--- src/rtl/tdo_ser_pkg.sv ---
// Shared parameters for the TDO serializer.
// Assumes byte-wide writes and a register width that is a whole number of bytes.
package tdo_ser_pkg;
    localparam int BYTE_W    = 8;
    localparam int PRPG_W    = 32;
    // Feedback taps of x^32+x^22+x^2+x+1 for a right-shifting register
    localparam logic [PRPG_W-1:0] PRPG_TAPS    = 32'h0040_0007;
    localparam logic [PRPG_W-1:0] PRPG_DEFAULT = 32'h0000_0001;
endpackage

--- src/rtl/tdo_byte_pingpong.sv ---
// Two-slot byte buffer that serializes bytes LSB first.
// Assumes the caller gates `shift` with its own qualifiers.
// `last` releases the active slot and drops its remaining bits.
module tdo_byte_pingpong #(
    parameter int DATA_W = 8
) (
    input  logic              clk,
    input  logic              rst_n,
    input  logic              wr_en,
    input  logic [DATA_W-1:0] wr_data,
    input  logic              shift,
    input  logic              last,
    output logic              bit_out,
    output logic              full,
    output logic              empty
);
    localparam int SLOTS = 2;

    logic [DATA_W-1:0] slot_q [SLOTS];
    logic [SLOTS-1:0]  valid_q;
    logic              rd_sel_q;
    logic              wr_sel_q;
    logic              wr_ok;
    logic              sh_ok;

    assign full    = &valid_q;
    assign empty   = ~|valid_q;
    assign wr_ok   = wr_en & ~full;
    assign sh_ok   = shift & ~empty;
    assign bit_out = slot_q[rd_sel_q][0];

    generate
        for (genvar g = 0; g < SLOTS; g++) begin : g_slot
            // Load a slot on a write, shift it while it is active, and release it on its last bit
            always_ff @(posedge clk) begin
                if (!rst_n) begin
                    slot_q[g]  <= '0;
                    valid_q[g] <= 1'b0;
                end else begin
                    if (sh_ok && rd_sel_q == 1'(g)) begin
                        slot_q[g] <= slot_q[g] >> 1;
                        if (last) valid_q[g] <= 1'b0;
                    end
                    if (wr_ok && wr_sel_q == 1'(g)) begin
                        slot_q[g]  <= wr_data;
                        valid_q[g] <= 1'b1;
                    end
                end
            end
        end
    endgenerate

    // Move the read and write pointers between the two slots
    always_ff @(posedge clk) begin
        if (!rst_n) begin
            rd_sel_q <= 1'b0;
            wr_sel_q <= 1'b0;
        end else begin
            if (sh_ok && last) rd_sel_q <= ~rd_sel_q;
            if (wr_ok)         wr_sel_q <= ~wr_sel_q;
        end
    end

    p_full_drops_write_r2: assert property (@(posedge clk) disable iff (!rst_n)
        (full && wr_en && !(shift && last)) |=> full);

    p_last_releases_r5: assert property (@(posedge clk) disable iff (!rst_n)
        ($countones(valid_q) == 1 && shift && last && !wr_en) |=> empty);

    p_empty_stays_r3: assert property (@(posedge clk) disable iff (!rst_n)
        (empty && !wr_en) |=> empty);
endmodule

--- src/rtl/tdo_prpg_lfsr.sv ---
// 32-bit pattern generator with a seed that is loaded a byte at a time.
// Bytes are staged until the last one arrives, so the state is never zero.
// An all-zero seed is replaced by the default value.
module tdo_prpg_lfsr
    import tdo_ser_pkg::*;
#(
    parameter int              DATA_W  = BYTE_W,
    parameter int              LFSR_W  = PRPG_W,
    parameter logic [LFSR_W-1:0] TAPS  = PRPG_TAPS,
    parameter logic [LFSR_W-1:0] SEED0 = PRPG_DEFAULT
) (
    input  logic              clk,
    input  logic              rst_n,
    input  logic              mode_on,
    input  logic              wr_en,
    input  logic [DATA_W-1:0] wr_data,
    input  logic              step,
    output logic              bit_out
);
    localparam int NBYTES = LFSR_W / DATA_W;
    localparam int IDX_W  = $clog2(NBYTES);
    localparam int STG_W  = LFSR_W - DATA_W;

    logic [LFSR_W-1:0] state_q;
    logic [STG_W-1:0]  stage_q;
    logic [IDX_W-1:0]  idx_q;
    logic [LFSR_W-1:0] seed_full;
    logic              load_full;
    logic              feedback;

    assign seed_full = {wr_data, stage_q};
    assign load_full = mode_on && wr_en && (idx_q == IDX_W'(NBYTES - 1));
    assign feedback  = ^(state_q & TAPS);
    assign bit_out   = state_q[0];

    // Stage the seed bytes in order
    always_ff @(posedge clk) begin
        if (!rst_n) begin
            stage_q <= '0;
            idx_q   <= '0;
        end else if (!mode_on) begin
            idx_q <= '0;
        end else if (wr_en) begin
            if (load_full) begin
                idx_q <= '0;
            end else begin
                stage_q[int'(idx_q)*DATA_W +: DATA_W] <= wr_data;
                idx_q <= idx_q + 1'b1;
            end
        end
    end

    // Load the full seed, or step the register right with feedback into the top bit
    always_ff @(posedge clk) begin
        if (!rst_n) begin
            state_q <= SEED0;
        end else if (load_full) begin
            state_q <= (seed_full == '0) ? SEED0 : seed_full;
        end else if (step) begin
            state_q <= {feedback, state_q[LFSR_W-1:1]};
        end
    end

    p_never_zero_r10: assert property (@(posedge clk) disable iff (!rst_n)
        state_q != '0);

    p_step_shifts_r9: assert property (@(posedge clk) disable iff (!rst_n)
        (step && !load_full) |=> state_q[LFSR_W-2:0] == $past(state_q[LFSR_W-1:1]));
endmodule

--- src/rtl/tdo_serializer.sv ---
// Top of the TDO scan serializer.
// Qualifies the scan-clock strobe and picks the buffer or the pattern generator.
// Registers the output bit. Assumes that sck_fall is a one-cycle pulse per falling edge.
module tdo_serializer
    import tdo_ser_pkg::*;
(
    input  logic              clk,
    input  logic              rst_n,
    input  logic              wr_en,
    input  logic [BYTE_W-1:0] wr_data,
    output logic              buf_full,
    output logic              buf_empty,
    input  logic              scan_en,
    input  logic              prpg_mode,
    input  logic              sck_fall,
    input  logic              tck_ok,
    input  logic              byte_done,
    input  logic              term_cnt,
    input  logic              loopback,
    input  logic              oe_n,
    output logic              tdo,
    output logic              tdo_oe
);
    logic shift_go;
    logic pp_shift;
    logic pp_bit;
    logic lfsr_step;
    logic lfsr_bit;
    logic tdo_q;

    assign shift_go  = scan_en & tck_ok & sck_fall & ~loopback;
    assign pp_shift  = shift_go & ~prpg_mode;
    assign lfsr_step = shift_go & prpg_mode;

    tdo_byte_pingpong #(.DATA_W(BYTE_W)) u_buf (
        .clk     (clk),
        .rst_n   (rst_n),
        .wr_en   (wr_en & ~prpg_mode),
        .wr_data (wr_data),
        .shift   (pp_shift),
        .last    (byte_done | term_cnt),
        .bit_out (pp_bit),
        .full    (buf_full),
        .empty   (buf_empty)
    );

    tdo_prpg_lfsr #(.DATA_W(BYTE_W), .LFSR_W(PRPG_W)) u_prpg (
        .clk     (clk),
        .rst_n   (rst_n),
        .mode_on (prpg_mode),
        .wr_en   (wr_en),
        .wr_data (wr_data),
        .step    (lfsr_step),
        .bit_out (lfsr_bit)
    );

    // Output register: high in reset, loads the bit that is shifted out, holds otherwise
    always_ff @(posedge clk) begin
        if (!rst_n)                     tdo_q <= 1'b1;
        else if (pp_shift && !buf_empty) tdo_q <= pp_bit;
        else if (lfsr_step)             tdo_q <= lfsr_bit;
    end

    assign tdo    = tdo_q;
    assign tdo_oe = ~oe_n;

    p_reset_high_r1: assert property (@(posedge clk)
        !rst_n |=> tdo_q);

    p_loopback_hold_r7: assert property (@(posedge clk) disable iff (!rst_n)
        loopback |=> $stable(tdo_q));

    p_no_strobe_hold_r3: assert property (@(posedge clk) disable iff (!rst_n)
        !sck_fall |=> $stable(tdo_q));

    p_oe_pad_r8: assert property (@(posedge clk) disable iff (!rst_n)
        tdo_oe != oe_n);
endmodule

--- config.mk ---
export PLATFORM = sky130hd
export DESIGN_NAME = tdo_serializer
export DESIGN_NICKNAME = d
export VERILOG_FILES = /design/src/rtl/tdo_ser_pkg.sv /design/src/rtl/tdo_byte_pingpong.sv /design/src/rtl/tdo_prpg_lfsr.sv /design/src/rtl/tdo_serializer.sv
export SDC_FILE = /design/constraint.sdc
export NUM_CORES = 1
export LEC_CHECK = 0
export CAP_MARGIN = 10
export CELL_PAD_IN_SITES_DETAIL_PLACEMENT = 0
export CELL_PAD_IN_SITES_GLOBAL_PLACEMENT = 1
export CORE_MARGIN = 4
export CORE_UTILIZATION = 45
export CTS_BUF_LIST = sky130_fd_sc_hd__clkbuf_8
export CTS_CLUSTER_SIZE = 16
export DETAILED_ROUTE_END_ITERATION = 10
export GPL_TIMING_DRIVEN = 0
export PLACE_DENSITY_LB_ADDON = 0.1
export SYNTH_ARGS = -nofsm -noshare
export SYNTH_HDL_FRONTEND = slang
export SYNTH_SLANG_ARGS = --single-unit
--- constraint.sdc ---
create_clock -name clk -period 2.8 [get_ports clk]
set_input_delay 0.42 -clock clk [delete_from_list [all_inputs] [get_ports clk]]
set_output_delay 0.42 -clock clk [all_outputs]
set_load 0.02 [all_outputs]
== Word-level counts from Yosys, hierarchy flattened ==
Memory sizes are Yosys's and may differ from the RTL's. A register that Yosys moved wholly into a read port is not among the register bits.
Cells that the tools add are included.
Cells by class
  add/sub/neg operators: 2
  equality and inequality tests: 1
  shift operators: 2
  muxes and demuxes: 31
  bitwise operators: 20
  reduce and logical (&&, ||, !) cells: 23
Operators by type and width (count)
  $mux W32: 3
  $neg A5 Y33: 1
  $shift A8 B33 Y24 const A: 1
  $shiftx A8 B33 Y24: 1
  $logic_not A32 Y1: 1
  $mux W8: 4
  $reduce_xor A32 Y1: 1
  $bwmux W24: 1
  $mux W1: 22
  $reduce_bool A2 Y1: 6
  $and A1 B1 Y1: 8
  $logic_and A1 B1 Y1: 8
  $reduce_and A2 Y1: 4
  $not A1 Y1: 7
  $or A1 B1 Y1: 5
  $reduce_and A3 Y1: 1
  $add A2 B1 Y2 const B: 1
  $eq A2 B2 Y1 const B: 1
  $mux W2: 1
  $reduce_or A2 Y1: 1
  $logic_not A1 Y1: 1
Word-level totals
  register bits after elaboration: 63
  bits in writable memories: 16
  input bits: 19
  output and inout bits: 4
  logic and storage cells: 88
  memories: 1
Memories
  u_buf.slot_q: depth 2, width 8, read ports 3, clocked after Yosys merged registers in 1, wr ports 2, line tdo_byte_pingpong.sv:19  | logic [DATA_W-1:0] slot_q [SLOTS];

== Longest topological paths before layout ==
Gate-level depths: netlist of the first run.
  depth in word-level cells: 11
  depth in mapped cells: 6

== Hierarchy ==
A second synthesis of the first run with hierarchy kept.
Unflattened totals
  cell total of the unflattened synthesis: 386
  area total of the unflattened synthesis: 3857.4 µm²
Modules (own cells, without submodules)
  tdo_prpg_lfsr: times used 1, cells each 286, area each 2691.3 µm², sequential area each 1161.1 µm²
  tdo_byte_pingpong: times used 1, cells each 87, area each 1061.0 µm², sequential area each 580.6 µm²
  tdo_serializer: times used 1, cells each 13, area each 105.1 µm², sequential area each 20.0 µm²

== Worst setup path before layout of the first run ==
Ideal clock, no wire load.
  kind: input -> register
  start point: input port loopback
  end point: memory u_buf.slot_q[0][0] (enable)
  arrival: 1.686 ns
  path slack: 0.730 ns
  stages on the path: 4
  buffers on the path: 1
  path through: nand4b_4 > or3_1 > buf_6 > o21ai_0
RTL lines
  from (decl): line tdo_serializer.sv:19  | input logic loopback,
  to (decl): line tdo_byte_pingpong.sv:19

==> results of run 1 <==
## cells in the mapped netlist (4+ instances only)
| library cell | n |
|---|---|
| sky130_fd_sc_hd__dfxtp_1 | 64 |
| sky130_fd_sc_hd__nor2_1 | 4 |
| sky130_fd_sc_hd__buf_2 | 4 |
| sky130_fd_sc_hd__a22o_1 | 14 |
| sky130_fd_sc_hd__nor3b_1 | 4 |
| sky130_fd_sc_hd__a21boi_0 | 24 |
| sky130_fd_sc_hd__o21a_1 | 5 |
| sky130_fd_sc_hd__and2_1 | 6 |
| sky130_fd_sc_hd__clkbuf_1 | 19 |
| sky130_fd_sc_hd__nand2_1 | 37 |
| sky130_fd_sc_hd__a21oi_1 | 28 |
| sky130_fd_sc_hd__inv_1 | 7 |
| sky130_fd_sc_hd__nor4_1 | 8 |
| sky130_fd_sc_hd__edfxtp_1 | 16 |
| sky130_fd_sc_hd__nand3_1 | 26 |
| sky130_fd_sc_hd__o21ai_0 | 36 |
| sky130_fd_sc_hd__mux2i_1 | 28 |
| sky130_fd_sc_hd__ha_1 | 5 |
## through the flow
step                hold WS (ps)  cell area (um2)  setup WS, ps  total power, uW
finish                       489             4140           316             2280
global route                 495             4140           149             2370
CTS                          487             4140           299             2300
detailed placement           470             3930         -96.1             1400
global placement             466             3930         -65.8             1400
floorplan                    450             3590           730             1320
## cell families after synthesis
kind of cell             share of synthesized area, %
AO/OA/AOI/OAI                                    20.6
AND/OR/NAND/NOR                                  16.4
flip-flops                                       49.1
buffers and inverters                            3.59
multiplexers                                     7.81
adder cells (fa/ha/maj)                          1.74
XOR/XNOR                                        0.733
## per-layer routing
metal | wire [um] | vias up | GRT usage (%)
li1 | - | 1415 | -
met1 | 4180 | 1287 | 27.0
met2 | 3710 | 54 | 28.3
met3 | 384 | 10 | 2.87
met4 | 116 | 0 | 6.07
met5 | 0 | - | 0
## tightest hold or removal path, stage by stage (launching register included)
cell	delay, ps
sky130_fd_sc_hd__dfxtp_1	330
sky130_fd_sc_hd__nand2_1	50
sky130_fd_sc_hd__a21boi_0	60
## cells in the final DEF, fill, tap and decap left out, types with 5 or more instances in the layout
cell type,count
sky130_fd_sc_hd__a21boi_0,24
sky130_fd_sc_hd__a21oi_1,28
sky130_fd_sc_hd__a22o_1,14
sky130_fd_sc_hd__and2_1,6
sky130_fd_sc_hd__clkbuf_1,19
sky130_fd_sc_hd__clkbuf_8,9
sky130_fd_sc_hd__clkdlybuf4s50_1,21
sky130_fd_sc_hd__dfxtp_1,64
sky130_fd_sc_hd__edfxtp_1,16
sky130_fd_sc_hd__ha_1,5
sky130_fd_sc_hd__inv_1,9
sky130_fd_sc_hd__mux2i_1,28
sky130_fd_sc_hd__nand2_1,37
sky130_fd_sc_hd__nand3_1,26
sky130_fd_sc_hd__nor4_1,8
sky130_fd_sc_hd__o21a_1,5
sky130_fd_sc_hd__o21ai_0,36
## area by class of cell
| class | count | area share (%) |
|---|---|---|
| Buffer | 24 | 2.48 |
| Clock buffer | 9 | 2.99 |
| Clock inverter | 7 | 2.12 |
| Inverter | 7 | 0.635 |
| Multi-Input combinational cell | 259 | 41.0 |
| Sequential cell | 80 | 42.6 |
| Tap cell | 102 | 3.09 |
| Timing Repair Buffer | 21 | 5.08 |
## state kept, by name, summed over array words and instances (netlist names), named ones only
signal	cells
u_prpg.idx_q	2
u_buf.valid_q	2
tdo	1
u_prpg.stage_q	24
u_buf.slot_q	16
u_buf.wr_sel_q	1
u_buf.rd_sel_q	1
u_prpg.state_q	32
## path summary, 6_finish.rpt
path                                  start                              to  cells past startpoint
max reg2reg   u_buf.valid_q[0]$_SDFFE_PN0P_    u_buf.slot_q[0][4]$_DFFE_PP_                      4
min reg2reg  u_prpg.stage_q[9]$_SDFFE_PN0P_  u_prpg.stage_q[9]$_SDFFE_PN0P_                      2
max                               prpg_mode    u_buf.slot_q[0][4]$_DFFE_PP_                      4
min          u_prpg.stage_q[9]$_SDFFE_PN0P_  u_prpg.stage_q[9]$_SDFFE_PN0P_                      2
## power groups by stage
stage | clock, uW | combinational [uW] | sequential, uW
2_1_floorplan | 0 | 86.7 | 1230
3_3_place_gp | 0 | 160 | 1240
3_5_place_dp | 0 | 162 | 1240
4_1_cts | 930 | 163 | 1210
5_1_grt | 981 | 178 | 1210
6_report | 908 | 161 | 1210
==> summary.log, run 1 <==
qor: clock_tree.htreeDepth 3
qor: layout.final.fill_count 724
qor: layout.utilization 53.5%
qor: synthesis.yosysUniqueCellTypes 41
qor: timing.tightest_slew 1100 ps
qor: synthesis.mappedNetlistNets 394
qor: synthesis.synth-edff-count 16
qor: timing.tns 0 ps
qor: layout.drive_gt1_share 6.39%
qor: synthesis.synth_sequential_area_ratio 49.1%
qor: place.detailed_place_hpwl 6100 um
qor: synthesis.synth.largest_area_cell sky130_fd_sc_hd__dfxtp_1
qor: synthesis.async_reset_ff_share 0%
qor: clock_tree.postCtsSetupRepairBufs 0
qor: floorplanning.chipHeight 97.3 um
qor: grt.initial_antenna_violation_count 0
qor: setup_path.critPathTopFamily compound AO/OA/AOI/OAI gates
qor: timing.period_utilisation_layout 88.7%
qor: route.drt_first_iter_violations 133
qor: pwr.share_comb_of_total_power 7.1%
qor: route.vias_per_cell 5.43
qor: pwr.swShare 22.9%
qor: route.drt-total-wl 8380 um
qor: clock_tree.clockRootBuffer sky130_fd_sc_hd__clkbuf_8
qor: floorplanning.initial_utilization 46.4%
qor: pwr.total_leakage_power 0.00140 uW
qor: synthesis.synth-seq-cells 80
qor: route.drt.antenna.violating_nets 0
qor: route.detail_route.drc_violations 0
qor: clock_tree.clk_pin_slew_worst_paths 80 ps
qor: synthesis.ys_dominant_reg_cell sky130_fd_sc_hd__dfxtp_1
qor: setup_path.critical_path_class in2reg
qor: route.dr_total_vias 2766
qor: synthesis.synth.cell_area 0.00359 mm2
qor: route.routedWlPerCell 16.5 um
qor: clock_tree.cts_hold_buf 0
qor: setup_path.worst_setup_path_start_kind primary input
qor: layout.non_filler_instances 509
qor: setup_path.crit_slowest_cell sky130_fd_sc_hd__o21ai_0
qor: timing.grt_setup_unrepaired false
qor: pwr.power_density_over_cell_area 551 mW/mm2
qor: timing.fmax 403 MHz
qor: setup_path.cp_cell_sequence clkdlybuf4s50_1 -> or3_1 -> buf_6 -> o21ai_0
qor: pwr.p_int 1760 uW
qor: timing.final-max-slew-violation-count 0
qor: floorplanning.placement_rows 32
qor: pwr.power.net_switching 521 uW
qor: hold_path.worstHoldPathType reg2reg
qor: timing.period_needed 2480 ps
qor: synthesis.post_synth_inst_count 370
qor: floorplanning.die_x 97.3 um
qor: pwr.clock_power_share 39.8%
qor: setup_path.reg2reg_setup_slack 620 ps
qor: pwr.power.share.sequential 53.1%
qor: setup_path.crit_arrival 2440 ps
qor: place.globalplace.congestion 0.781
qor: place.dpl.cell_count 493
qor: timing.hold_viol 0
qor: layout.syn_to_final_growth 15.3%
qor: layout.antenna_cells 0
qor: clock_tree.clock_sinks 80
qor: synthesis.netlist_top_cells_area sky130_fd_sc_hd__dfxtp_1 (36%), sky130_fd_sc_hd__edfxtp_1 (13%), sky130_fd_sc_hd__mux2i_1 (7.8%)
qor: outcome.status finished, final reports clean
qor: synthesis.ys_warn_count 0
qor: setup_path.timing.critical_path.fanout_max 9
qor: clock_tree.cts_made_buffers 9
qor: setup_path.required 2760 ps
qor: synthesis.synth_top_cell_area_share 35.7%
qor: clock_tree.post_cts.resized_instances 0
qor: clock_tree.max-clock-path-buffers 2
qor: synthesis.syn_avg_cell_area 9.70 um2
qor: timing.clock-skew-final 7.79 ps
qor: grt.grt_first_pass_wirelength 14000 um
qor: timing.finalSetupViolations 0
qor: setup_path.crit_path_max_incr_delay 850 ps
qor: grt.grt_overflow 0
qor: pwr.ir_drop 286 uV
qor: clock_tree.clock_latency 340 ps
qor: layout.multiInputGateArea 0.00170 mm2
qor: route.iteration_count_of_the_initial_detailed_routing_pass 6
qor: timing.timing.max_slew.rel_slack 26.0%
qor: floorplanning.fp.dieArea 0.00946 mm2
qor: flow_run.max-cap-violations 0
qor: floorplanning.core_area 0.00773 mm2
qor: layout.final_nets 426
qor: grt.grt_util_all_layers 18.6%
qor: grt.via_count_of_the_first_global_routing_pass 2692
qor: setup_path.timing.critical_path.buf_inv 2
qor: setup_path.cp-end-kind flip-flop
qor: layout.regArea 0.00176 mm2
qor: clock_tree.cts_tree done
qor: place.port_buffers 21
qor: floorplanning.top_level_ports 23
qor: grt.grt_max_degree 14
Note: power is estimated with default switching activity, not from simulation.
==> inputs of run 2 (changes only) <==
- CELL_PAD_IN_SITES_DETAIL_PLACEMENT: 0 -> not set
- CELL_PAD_IN_SITES_GLOBAL_PLACEMENT: 1 -> not set
- PLACE_DENSITY_LB_ADDON: 0.1 -> not set
==> run 2 against run 1 <==
Net effect:
- sequential share of layout area down 0.32 points
- maximum frequency up 9.5%
- total power up 4.6%
- combinational power about the same
- critical path depth up 2
- global-route usage up 0.89 points
- worst setup slack better by 220 ps
- critical endpoint is now u_buf.slot_q[0][1]$_DFFE_PP_
==> summary.log, run 2 (synthesis results as in run 1) <==
qor: flow_run.max-cap-violations 0
qor: timing.hold_viol 0
qor: layout.layout.cell_area.non_filler 0.00417 mm2
qor: layout.antenna_cells 0
qor: clock_tree.max-clock-path-buffers 2
qor: setup_path.cp-end-kind flip-flop
qor: timing.grt_setup_unrepaired false
qor: layout.drive_gt1_share 6.62%
qor: route.drt-total-wl 8670 um
qor: place.globalplace.congestion 0.800
qor: setup_path.crit_arrival 2340 ps
qor: route.detail_route.drc_violations 0
qor: floorplanning.die_x 97.3 um
qor: timing.clock-skew-final 8.46 ps
qor: route.drt_first_iter_violations 140
qor: grt.grt_overflow 0
qor: setup_path.crit_path_max_incr_delay 510 ps
qor: clock_tree.clk_pin_slew_worst_paths 80 ps
qor: grt.initial_antenna_violation_count 0
qor: route.vias_per_cell 5.53
qor: timing.period_needed 2270 ps
qor: clock_tree.cts_tree done
qor: route.dr_total_vias 2820
qor: clock_tree.postCtsSetupRepairBufs 0
qor: floorplanning.fp.dieArea 0.00946 mm2
qor: layout.non_filler_instances 510
qor: route.iteration_count_of_the_initial_detailed_routing_pass 4
qor: layout.max_flop_register u_prpg.state_q
qor: pwr.ir_drop 272 uV
qor: floorplanning.placement_rows 32
qor: place.dpl.cell_count 493
qor: layout.utilization 53.9%
qor: layout.number_of_flip_flops_under_the_largest_register_name 32
qor: place.placement.cell_area 0.00393 mm2
qor: pwr.power_density_over_cell_area 573 mW/mm2
qor: timing.tns 0 ps
qor: clock_tree.post_cts.resized_instances 0
qor: clock_tree.htreeDepth 3
qor: clock_tree.cts_hold_buf 0
qor: setup_path.required 2870 ps
qor: timing.period_utilisation_layout 81.0%
qor: clock_tree.clockRootBuffer sky130_fd_sc_hd__clkbuf_8
qor: timing.finalSetupViolations 0
qor: timing.tightest_slew 946 ps
qor: grt.grt_util_all_layers 19.5%
qor: floorplanning.top_level_ports 23
qor: clock_tree.clock_latency 350 ps
qor: timing.fmax 441 MHz
qor: place.detailed_place_hpwl 5990 um
qor: timing.final-max-slew-violation-count 0
qor: outcome.status finished, final reports clean
qor: route.drt.antenna.violating_nets 0
qor: setup_path.critPathTopFamily buffers and inverters
qor: floorplanning.initial_utilization 46.4%
qor: layout.mostFrequentLayoutCell sky130_fd_sc_hd__dfxtp_1
qor: grt.grt_first_pass_wirelength 14600 um
qor: setup_path.cp_cell_sequence clkdlybuf4s50_1 -> nand4b_4 -> or3_1 -> buf_6 -> o21ai_0 -> clkbuf_2
qor: clock_tree.clock_sinks 80
qor: route.routedWlPerCell 17.0 um
qor: clock_tree.cts_made_buffers 9
qor: layout.layout.cells.most_common_list sky130_fd_sc_hd__dfxtp_1 (64), sky130_fd_sc_hd__nand2_1 (37), sky130_fd_sc_hd__o21ai_0 (36)
qor: hold_path.worstHoldPathType reg2reg
qor: floorplanning.chipHeight 97.3 um
qor: pwr.fin_total_pwr 2390 uW
qor: setup_path.crit_slowest_cell sky130_fd_sc_hd__o21ai_0
qor: place.port_buffers 21
qor: layout.largest_registers u_prpg.state_q (32), u_prpg.stage_q (24), u_buf.slot_q (16)
qor: setup_path.worst_setup_path_start_kind primary input
qor: layout.final_nets 427
qor: setup_path.critical_path_class in2reg
qor: grt.via_count_of_the_first_global_routing_pass 2819
qor: timing.timing.max_slew.rel_slack 36.8%
qor: layout.syn_to_final_growth 16.2%
qor: floorplanning.core_area 0.00773 mm2
qor: pwr.total_leakage_power 0.00141 uW
qor: grt.grt_max_degree 15
qor: setup_path.timing.critical_path.buf_inv 3
qor: setup_path.timing.critical_path.fanout_max 9
-- run 2: cell count changes in the layout (fill, tap and decap cells not counted) --
cell and change:
sky130_fd_sc_hd__clkinvlp_4 +1, sky130_fd_sc_hd__bufinv_16 +1, sky130_fd_sc_hd__clkinv_2 -1, sky130_fd_sc_hd__clkbuf_2 +1
sky130_fd_sc_hd__inv_4 -1
-- run 2: cell type report --
class,count,area [um2]
Fill cell,702,3560
Tap cell,102,128
Inverter,7,26.3
Timing Repair Buffer,22,215
Sequential cell,80,1760
Clock inverter,7,114
Clock buffer,9,124
Multi-Input combinational cell,259,1700
Buffer,24,103
-- run 2: worst register-to-register path, stage by stage, from the launching register on --
cell and delay, ps:
sky130_fd_sc_hd__dfxtp_1 430, sky130_fd_sc_hd__inv_1 150, sky130_fd_sc_hd__ha_1 350, sky130_fd_sc_hd__nor3b_1 780
sky130_fd_sc_hd__nand3_1 160, sky130_fd_sc_hd__a21boi_0 200
-- run 2: path summary, 6_finish.rpt --
kind	start	to	slack [ps]	cells after the start
worst max-delay path	tck_ok	u_buf.slot_q[0][1]$_DFFE_PP_	530	6
worst min register to register	u_prpg.stage_q[12]$_SDFFE_PN0P_	u_prpg.stage_q[12]$_SDFFE_PN0P_	490	2
worst max register to register	u_prpg.idx_q[0]$_SDFFE_PN0P_	u_prpg.stage_q[18]$_SDFFE_PN0P_	650	5
worst min-delay path	u_prpg.stage_q[12]$_SDFFE_PN0P_	u_prpg.stage_q[12]$_SDFFE_PN0P_	490	2
-- run 2: metrics by stage --
stage / hold slack (ps) / setup slack [ps]
after floorplan: 450 / 730
after global placement: 468 / 17.5
after detailed placement: 476 / -6.97
after CTS: 487 / 358
after global routing: 512 / 414
final: 485 / 532
-- run 2: power by group --
group          internal, uW  switching (uW)
clock                   588             424
sequential             1200            13.5
combinational          65.9            97.7
total                  1850             536
-- run 2: layer usage --
metal	track usage (%)	vias up	part of all wire, %
met5	0	-	0
met4	7.45	0	1.9
met3	4.59	15	5.8
met2	28.3	59	43
met1	28.0	1337	49
li1	-	1409	-
